==> config.mk <==
export PLATFORM = sky130hd
export DESIGN_NAME = hist_seq_counter
export DESIGN_NICKNAME = d
export VERILOG_FILES = /design/src/rtl/hist_pkg.sv /design/src/rtl/hist_sweep_ctrl.sv /design/src/rtl/hist_window_cnt.sv /design/src/rtl/hist_hit_acc.sv /design/src/rtl/hist_seq_counter.sv
export SDC_FILE = /design/constraint.sdc
export NUM_CORES = 1
export LEC_CHECK = 0
export ABC_AREA = 1
export CAP_MARGIN = 20
export CORE_MARGIN = 2
export CORE_UTILIZATION = 52
export CTS_CLUSTER_SIZE = 30
export DETAILED_ROUTE_END_ITERATION = 8
export PLACE_DENSITY = 0.82
export SYNTH_ARGS = -nofsm -noshare
export SYNTH_HDL_FRONTEND = slang
export SYNTH_HIERARCHICAL = 1
export SYNTH_SLANG_ARGS = --single-unit
==> constraint.sdc <==
create_clock -name clk -period 2 [get_ports clk]
set_input_delay 0.4 -clock clk [delete_from_list [all_inputs] [get_ports clk]]
set_output_delay 0.4 -clock clk [all_outputs]
set_load 0.05 [all_outputs]
==> src/rtl/hist_pkg.sv <==
package hist_pkg;
  typedef enum logic {
    SW_IDLE = 1'b0,
    SW_RUN  = 1'b1
  } sweep_st_e;
endpackage

==> src/rtl/hist_sweep_ctrl.sv <==
module hist_sweep_ctrl #(
  parameter int CODE_W = 13
) (
  input  logic              clk,
  input  logic              rst,
  input  logic              start,
  input  logic              wrap,
  output logic [CODE_W-1:0] code,
  output logic              busy,
  output logic              done
);
  import hist_pkg::*;

  localparam logic [CODE_W-1:0] CODE_MAX = {CODE_W{1'b1}};

  sweep_st_e st_q;

  always_ff @(posedge clk) begin
    if (rst) begin
      st_q <= SW_IDLE;
      code <= '0;
      done <= 1'b0;
    end else if (start) begin
      st_q <= SW_RUN;
      code <= '0;
      done <= 1'b0;
    end else if (st_q == SW_RUN && wrap) begin
      if (code == CODE_MAX) begin
        st_q <= SW_IDLE;
        done <= 1'b1;
      end else begin
        code <= code + 1'b1;
      end
    end
  end

  assign busy = (st_q == SW_RUN);
endmodule

==> src/rtl/hist_window_cnt.sv <==
module hist_window_cnt #(
  parameter int WIN = 64
) (
  input  logic clk,
  input  logic rst,
  input  logic start,
  input  logic samp_en,
  output logic wrap
);
  localparam int SAMP_W = (WIN > 1) ? $clog2(WIN) : 1;
  localparam logic [SAMP_W-1:0] LAST = SAMP_W'(WIN - 1);

  logic [SAMP_W-1:0] pos_q;

  assign wrap = samp_en && (pos_q == LAST);

  always_ff @(posedge clk) begin
    if (rst || start) begin
      pos_q <= '0;
    end else if (samp_en) begin
      pos_q <= wrap ? '0 : pos_q + 1'b1;
    end
  end
endmodule

==> src/rtl/hist_hit_acc.sv <==
module hist_hit_acc #(
  parameter int CODE_W = 13,
  parameter int WIN    = 64,
  parameter int CNT_W  = $clog2(WIN + 1)
) (
  input  logic              clk,
  input  logic              rst,
  input  logic              start,
  input  logic              samp_en,
  input  logic              wrap,
  input  logic              match,
  input  logic [CODE_W-1:0] code,
  output logic              res_valid,
  output logic [CODE_W-1:0] res_code,
  output logic [CNT_W-1:0]  res_count
);
  localparam logic [CNT_W-1:0] CNT_LIM = CNT_W'(WIN);

  logic [CNT_W-1:0] hits_q;
  logic [CNT_W-1:0] hits_nxt;

  always_comb begin
    hits_nxt = hits_q;
    if (match && hits_q != CNT_LIM) hits_nxt = hits_q + 1'b1;
  end

  always_ff @(posedge clk) begin
    if (rst) begin
      hits_q    <= '0;
      res_valid <= 1'b0;
      res_code  <= '0;
      res_count <= '0;
    end else begin
      res_valid <= 1'b0;
      if (start) begin
        hits_q <= '0;
      end else if (samp_en) begin
        if (wrap) begin
          res_valid <= 1'b1;
          res_code  <= code;
          res_count <= hits_nxt;
          hits_q    <= '0;
        end else begin
          hits_q <= hits_nxt;
        end
      end
    end
  end
endmodule

==> src/rtl/hist_seq_counter.sv <==
module hist_seq_counter #(
  parameter int ADC_W  = 13,
  parameter int CODE_W = 13,
  parameter int WIN    = 64,
  parameter int CNT_W  = $clog2(WIN + 1)
) (
  input  logic              clk,
  input  logic              rst,
  input  logic              start_i,
  input  logic              sample_valid_i,
  input  logic [ADC_W-1:0]  adc_i,
  output logic [CODE_W-1:0] cur_code_o,
  output logic              code_done_o,
  output logic [CODE_W-1:0] res_code_o,
  output logic [CNT_W-1:0]  res_count_o,
  output logic              done_o
);
  logic busy;
  logic samp_en;
  logic wrap;
  logic match;

  assign samp_en = busy && sample_valid_i && !start_i;
  assign match   = (adc_i == ADC_W'(cur_code_o));

  hist_sweep_ctrl #(.CODE_W(CODE_W)) u_ctrl (
    .clk   (clk),
    .rst   (rst),
    .start (start_i),
    .wrap  (wrap),
    .code  (cur_code_o),
    .busy  (busy),
    .done  (done_o)
  );

  hist_window_cnt #(.WIN(WIN)) u_win (
    .clk     (clk),
    .rst     (rst),
    .start   (start_i),
    .samp_en (samp_en),
    .wrap    (wrap)
  );

  hist_hit_acc #(.CODE_W(CODE_W), .WIN(WIN), .CNT_W(CNT_W)) u_acc (
    .clk       (clk),
    .rst       (rst),
    .start     (start_i),
    .samp_en   (samp_en),
    .wrap      (wrap),
    .match     (match),
    .code      (cur_code_o),
    .res_valid (code_done_o),
    .res_code  (res_code_o),
    .res_count (res_count_o)
  );
endmodule

After elaboration in Yosys (flattened, before gate mapping)
Cells that the tools add are included.
{ "op_classes": {"n_addsub": 3, "multipliers": 0, "div_mod_pow": 0, "n_lt_le_gt_ge": 0, "n_eq_ne": 4, "n_shift": 0, "n_mux": 7, "n_bitwise": 3, "n_reduce_logical": 15} }
{ "op_table": {"columns": ["cell", "count"], "rows": [
  ["7-bit 2-to-1 mux", 2],
  ["13-bit by 1-bit adder with 13-bit output, second input constant", 1],
  ["13-bit == test", 1],
  ["13-bit == test, second input constant", 1],
  ["7-bit by 1-bit adder with 7-bit output, second input constant", 1],
  ["7-bit inequality test, second input constant", 1],
  ["6-bit by 1-bit adder with 6-bit output, second input constant", 1],
  ["6-bit == test, second input constant", 1],
  ["6-bit 2-to-1 mux", 1],
  ["2-bit AND reduction", 3],
  ["1-bit logical AND", 5],
  ["1-bit 2-to-1 mux", 4],
  ["2-bit nonzero test", 2],
  ["1-bit NOT", 3],
  ["3-bit AND reduction", 1],
  ["3-bit OR reduction", 1],
  ["2-bit OR reduction", 1],
  ["1-bit zero test", 1],
  ["1-bit logical OR", 1]
]} }
{ "totals": {"ff_bits": 49, "latchBits": 0, "mem_bits_rw": 0, "mem_bits_ro": 0, "inputBits": 17, "out_inout_bits": 35, "wordCells": 40, "n_memories": 0} }

Depth between registers and ports, before layout
{ "depth": {"ltp_word": 6, "ltp_mapped": 14, "ltp_nobuf": 14} }

Hierarchy
The synthesis kept the hierarchy.
{ "modules_own_cells": {"columns": ["mod", "n_inst", "cells_per_inst", "area_per_inst_um2"], "rows": [
  ["hist_hit_acc", 1, 185, 1297.5],
  ["hist_sweep_ctrl", 1, 129, 872.1],
  ["hist_window_cnt", 1, 47, 302.8],
  ["hist_seq_counter", 1, 72, 280.3]
]} }

Worst setup path after synthesis
No wires, ideal clock.
{ "synth_path": {"kind": "flip-flop to flip-flop", "start": "register u_ctrl.code[4]", "end": "register u_acc.res_count[0]", "setup_time_ps": 108, "arrival_time_ps": 1762, "required_time_ps": 1892, "setup_slack_ps": 129, "path_stages_with_launch": 15, "period_less_slack_ps": 1871, "cell_sequence": "dfxtp_1 inv_1 nand2_1 nand2_1 inv_1 nand2_1 nor2_1 nand2_1 nor2_2 inv_1 nor2_4 nand2_1 nand2_1 a21o_1 inv_1"} }
{ "synth_via": {"elab_chain_cells": 3} }
{ "synth_rtl": {"columns": ["element", "line", "source"], "rows": [
  ["start: declaration", "hist_sweep_ctrl.sv:8", "output logic [CODE_W-1:0] code,"],
  ["start signal: assignment", "hist_sweep_ctrl.sv:32", "code <= code + 1'b1;"],
  ["13-bit == test", "hist_seq_counter.sv:24", "assign match = (adc_i == ADC_W'(cur_code_o));"],
  ["named net match", "hist_seq_counter.sv:21", "logic match;"],
  ["1-bit logical AND", "hist_hit_acc.sv:24", "if (match && hits_q != CNT_LIM) hits_nxt = hits_q + 1'b1;"],
  ["7-bit 2-to-1 mux", "hist_hit_acc.sv:24", null],
  ["end signal: assignment", "hist_hit_acc.sv:41", "res_count <= hits_nxt;"],
  ["end: declaration", "hist_hit_acc.sv:15", "output logic [CNT_W-1:0] res_count"]
]} }
The timed path passes the listed nets, and every way through them passes these cells.
A chain may end at the register's enable or synchronous reset.

Worst setup path after layout
{ "layout_path": {"start": "register u_ctrl.done", "end": "output port done_o"} }
{ "layout_rtl": {"columns": ["element", "line", "source"], "rows": [
  ["start: declaration", "hist_sweep_ctrl.sv:10", "output logic done"],
  ["start signal: assignment", "hist_sweep_ctrl.sv:22", "done <= 1'b0;"],
  ["start signal: assignment", "hist_sweep_ctrl.sv:26", "done <= 1'b0;"],
  ["start signal: assignment", "hist_sweep_ctrl.sv:30", "done <= 1'b1;"],
  ["end: declaration", "hist_seq_counter.sv:16", "output logic done_o"]
]} }
No word-level cell between the ends.

==> results.py <==
metrics = {
    "logic_synthesis": {
        "yosys.area.top_type_share_pct": 35.64,
        "postSynth.asyncResetShare_pct": 0,
        "synth_flop_cell": "dfxtp_1",
        "syn_area_per_cell_um2": 6.357,
        "yosysMostFrequentCell": "nand2_1",
        "mappedNetlistArea_um2": 2753,
        "synth_nets": 454,
        "ys_types": 27,
        "synth_edf_count": 0,
        "yosys_warnings": 6,
        "synth_largest_area_cell": "dfxtp_1",
        "ys_ff_latch": 49,
        "synthTopCellsByCount": "nand2_1, nor2_1, inv_1",
        "ys_seq_area_share_pct": 35.64,
        "yosys-top-cells-area": "dfxtp_1, nand2_1, nor2_1, inv_1, nand3_1",
        "netlist_instances": 433,
    },
    "detailed_routing": {
        "viasPerCell": 4.922,
        "drt_iter0_drc": 293,
        "drc_errors": 0,
        "wl_per_cell_um": 12.01,
        "dr.pass1.iters": 5,
        "routed_wl_mm": 6.915,
        "vias": 2835,
        "drtAntennaViolNets": 0,
    },
    "critical_path": {
        "max_stage_delay_ns": 0.81,
        "cp_slowest_cell": "clkdlybuf4s50_1",
        "rr_worst_depth": 11,
        "timing.rr.end": "u_acc/res_count[1]",
        "critPathRequiredTime_ns": 1.60,
        "end_kind": "primary output",
        "critPathLaunchType": "flip-flop",
        "path_buf_inv": 1,
        "crit_family": "buffers and inverters",
        "crit_type": "reg -> out",
        "reg2reg_from": "u_win/pos_q[0]",
        "reg2reg_slack_ns": 0.22,
        "cp.arrival_ns": 1.45,
        "crit_chain": "clkdlybuf4s50_1",
        "cp_max_fo": 2,
    },
    "power": {
        "pwr-share-seq_pct": 54.2,
        "power_frac_clock_pct": 40.1,
        "p_sw_share_pct": 20.47,
        "p_int_w": 0.001435,
        "peakVddDrop_mv": 0.2980,
        "switchingPower_w": 0.0003694,
        "p_leak_nw": 1.608,
        "p_comb_share_pct": 5.7,
        "powerDensity_nw_per_um2": 507.4,
    },
    "place": {
        "place.port_buffers": 51,
        "routabilityCongestion": 0.8978,
        "place_inst": 568,
        "post-place-ws_ns": -0.08306,
        "dp_hpwl_mm": 5.126,
    },
    "sta": {
        "grt_setup_unrepaired": "no",
        "worstMarginPinSlew_ns": 0.5153,
        "slew_violations": 0,
        "period_needed_ns": 1.855,
        "fin_skew_ns": 0.006021,
        "setup_violations": 0,
        "fin_crit_sh_pct": 92.73,
        "hold_viol": 0,
        "relSlewSlack_pct": 65.54,
        "setup_ws_ns": 0.1455,
        "fmax_mhz": 539.2,
    },
    "cts": {
        "cts.sink_count": 49,
        "path_clk_slew_ns": 0.09,
        "insertion_delay_ns": 0.30,
        "cts-root-buf": "clkbuf_8",
        "cts_buffer_depth": 2,
        "cts_inserted_buffers": 5,
        "cts.htree.levels": 2,
        "cts_tree": "built",
        "hold_buffers": 0,
    },
    "global_route": {
        "grt_remaining_overflow": 0,
        "grt_pass1_wl_mm": 11.72,
        "grt_pass1_vias": 2652,
        "grt_use_total_pct": 24.13,
        "antenna_found_initial": 0,
        "grt_max_degree": 19,
    },
    "worst_hold_path": {
        "hold_path.class": "reg -> reg",
        "holdPathStages": 2,
        "worstHoldEndpoint": "u_acc/res_code[12]",
        "hp-start": "u_acc/res_code[12]",
    },
    "finish": {
        "fin_cells": 576,
        "synthToLayoutAreaGrowth_pct": 29.18,
        "n_fill_cell": 467,
        "diodes": 0,
        "seqCellArea_um2": 982.2,
        "drive_gt1_share_pct": 12.65,
        "multi_input_area_um2": 1493,
        "utilization_pct": 69.62,
        "fin_nets": 526,
    },
    "die": {
        "die_x_um": 76.76,
        "design.die.area_um2": 5891,
        "start_util_pct": 53.90,
        "rows": 26,
        "core_area_um2": 5107,
        "die_h_um": 76.76,
        "ios": 52,
    },
    "outcome": {
        "status": "finished, final reports clean",
    },
    "job": {
        "cap_violations": 0,
    },
}
-- stage by stage --
| step | hold WS [ns] | total power (W) | cell area (µm²) | TNS (ns) |
|---|---|---|---|---|
| finish | 0.4867 | 0.001804 | 3556 | 0 |
| global route | 0.5279 | 0.001878 | 3556 | 0 |
| CTS | 0.4918 | 0.001817 | 3551 | 0 |
| detailed placement | 0.4718 | 0.001104 | 3435 | -0.8634 |
| global placement | 0.4630 | 0.001102 | 3435 | -0.2240 |
| floorplan | 0.4567 | 0.001045 | 2753 | 0 |
-- power groups by stage --
stage | clock network [W] | registers, W | logic [W]
2_1_floorplan | 0 | 0.00100 | 0.0000438
3_3_place_gp | 0 | 0.00100 | 0.000100
3_5_place_dp | 0 | 0.00100 | 0.000103
4_1_cts | 0.000735 | 0.000978 | 0.000103
5_1_grt | 0.000783 | 0.000979 | 0.000116
6_report | 0.000723 | 0.000978 | 0.000103
-- cells by family (layout without fill, tap and decap cells) --
| kind of cell | after synthesis | in the layout | share of synthesized area, % |
|---|---|---|---|
| xor gates and xnor gates | 7 | 7 | 2.227 |
| buffers and inverters | 68 | 141 | 10.14 |
| DFF | 49 | 49 | 35.64 |
| adders and majority gates | 4 | 4 | 1.818 |
| AOI/OAI and AO/OA | 50 | 50 | 9.637 |
| and+or+nand+nor | 255 | 255 | 40.55 |
-- per-layer routing --
metal  vias up  part of all wire (%)  track usage (%)
met1      1246                    45            30.93
met3         8                   6.3            3.882
met5         -                     0                0
met2       107                    47            41.93
li1       1474                     -                -
met4         0                   1.2            6.545
-- flip-flops by register name (all words and copies together), names as in the netlist --
name and flops:
u_win/pos_q 6, u_acc/hits_q 7, u_ctrl/busy 1, u_acc/res_valid 1
u_ctrl/code 13, u_acc/res_count 7, u_acc/res_code 13, u_ctrl/done 1
-- worst max path at each step --
stage          depth (start not counted)            endpoint         startpoint
3_5_place_dp                          13     u_acc/hits_q[5]           adc_i[5]
5_1_grt                               12  u_acc/res_count[2]     u_win/pos_q[0]
4_1_cts                                1       res_code_o[2]  u_acc/res_code[2]
3_3_place_gp                          12  u_acc/res_count[3]     sample_valid_i
6_report                               1              done_o        u_ctrl/done
2_1_floorplan                         14  u_acc/res_count[0]     u_ctrl/code[4]
-- cell type report --
class / instances / share of cell area, %
clock buffers: 7 / 2.428
multi-input cells: 316 / 41.98
inverters: 62 / 6.545
flip-flops and latches: 49 / 27.62
well taps: 70 / 2.463
clock inverters: 1 / 0.8445
repair buffers: 71 / 18.12
-- repair_timing --
item | CTS | global route
setup buffers | 0 | 0
resized for setup | 0 | 2
setup endpoints to repair | 0 | 3
-- cell usage in the layout (no fill, tap or decap), drive strengths merged, types with 7 or more instances in the layout --
cell           instances
a21oi                 19
nand2                131
buf                   33
inv                   60
clkbuf                 7
clkdlybuf4s50         38
o21ai                 28
nor2                  90
dfxtp                 49
nand3                 25
No activity file was read; power rests on OpenSTA's default activity.
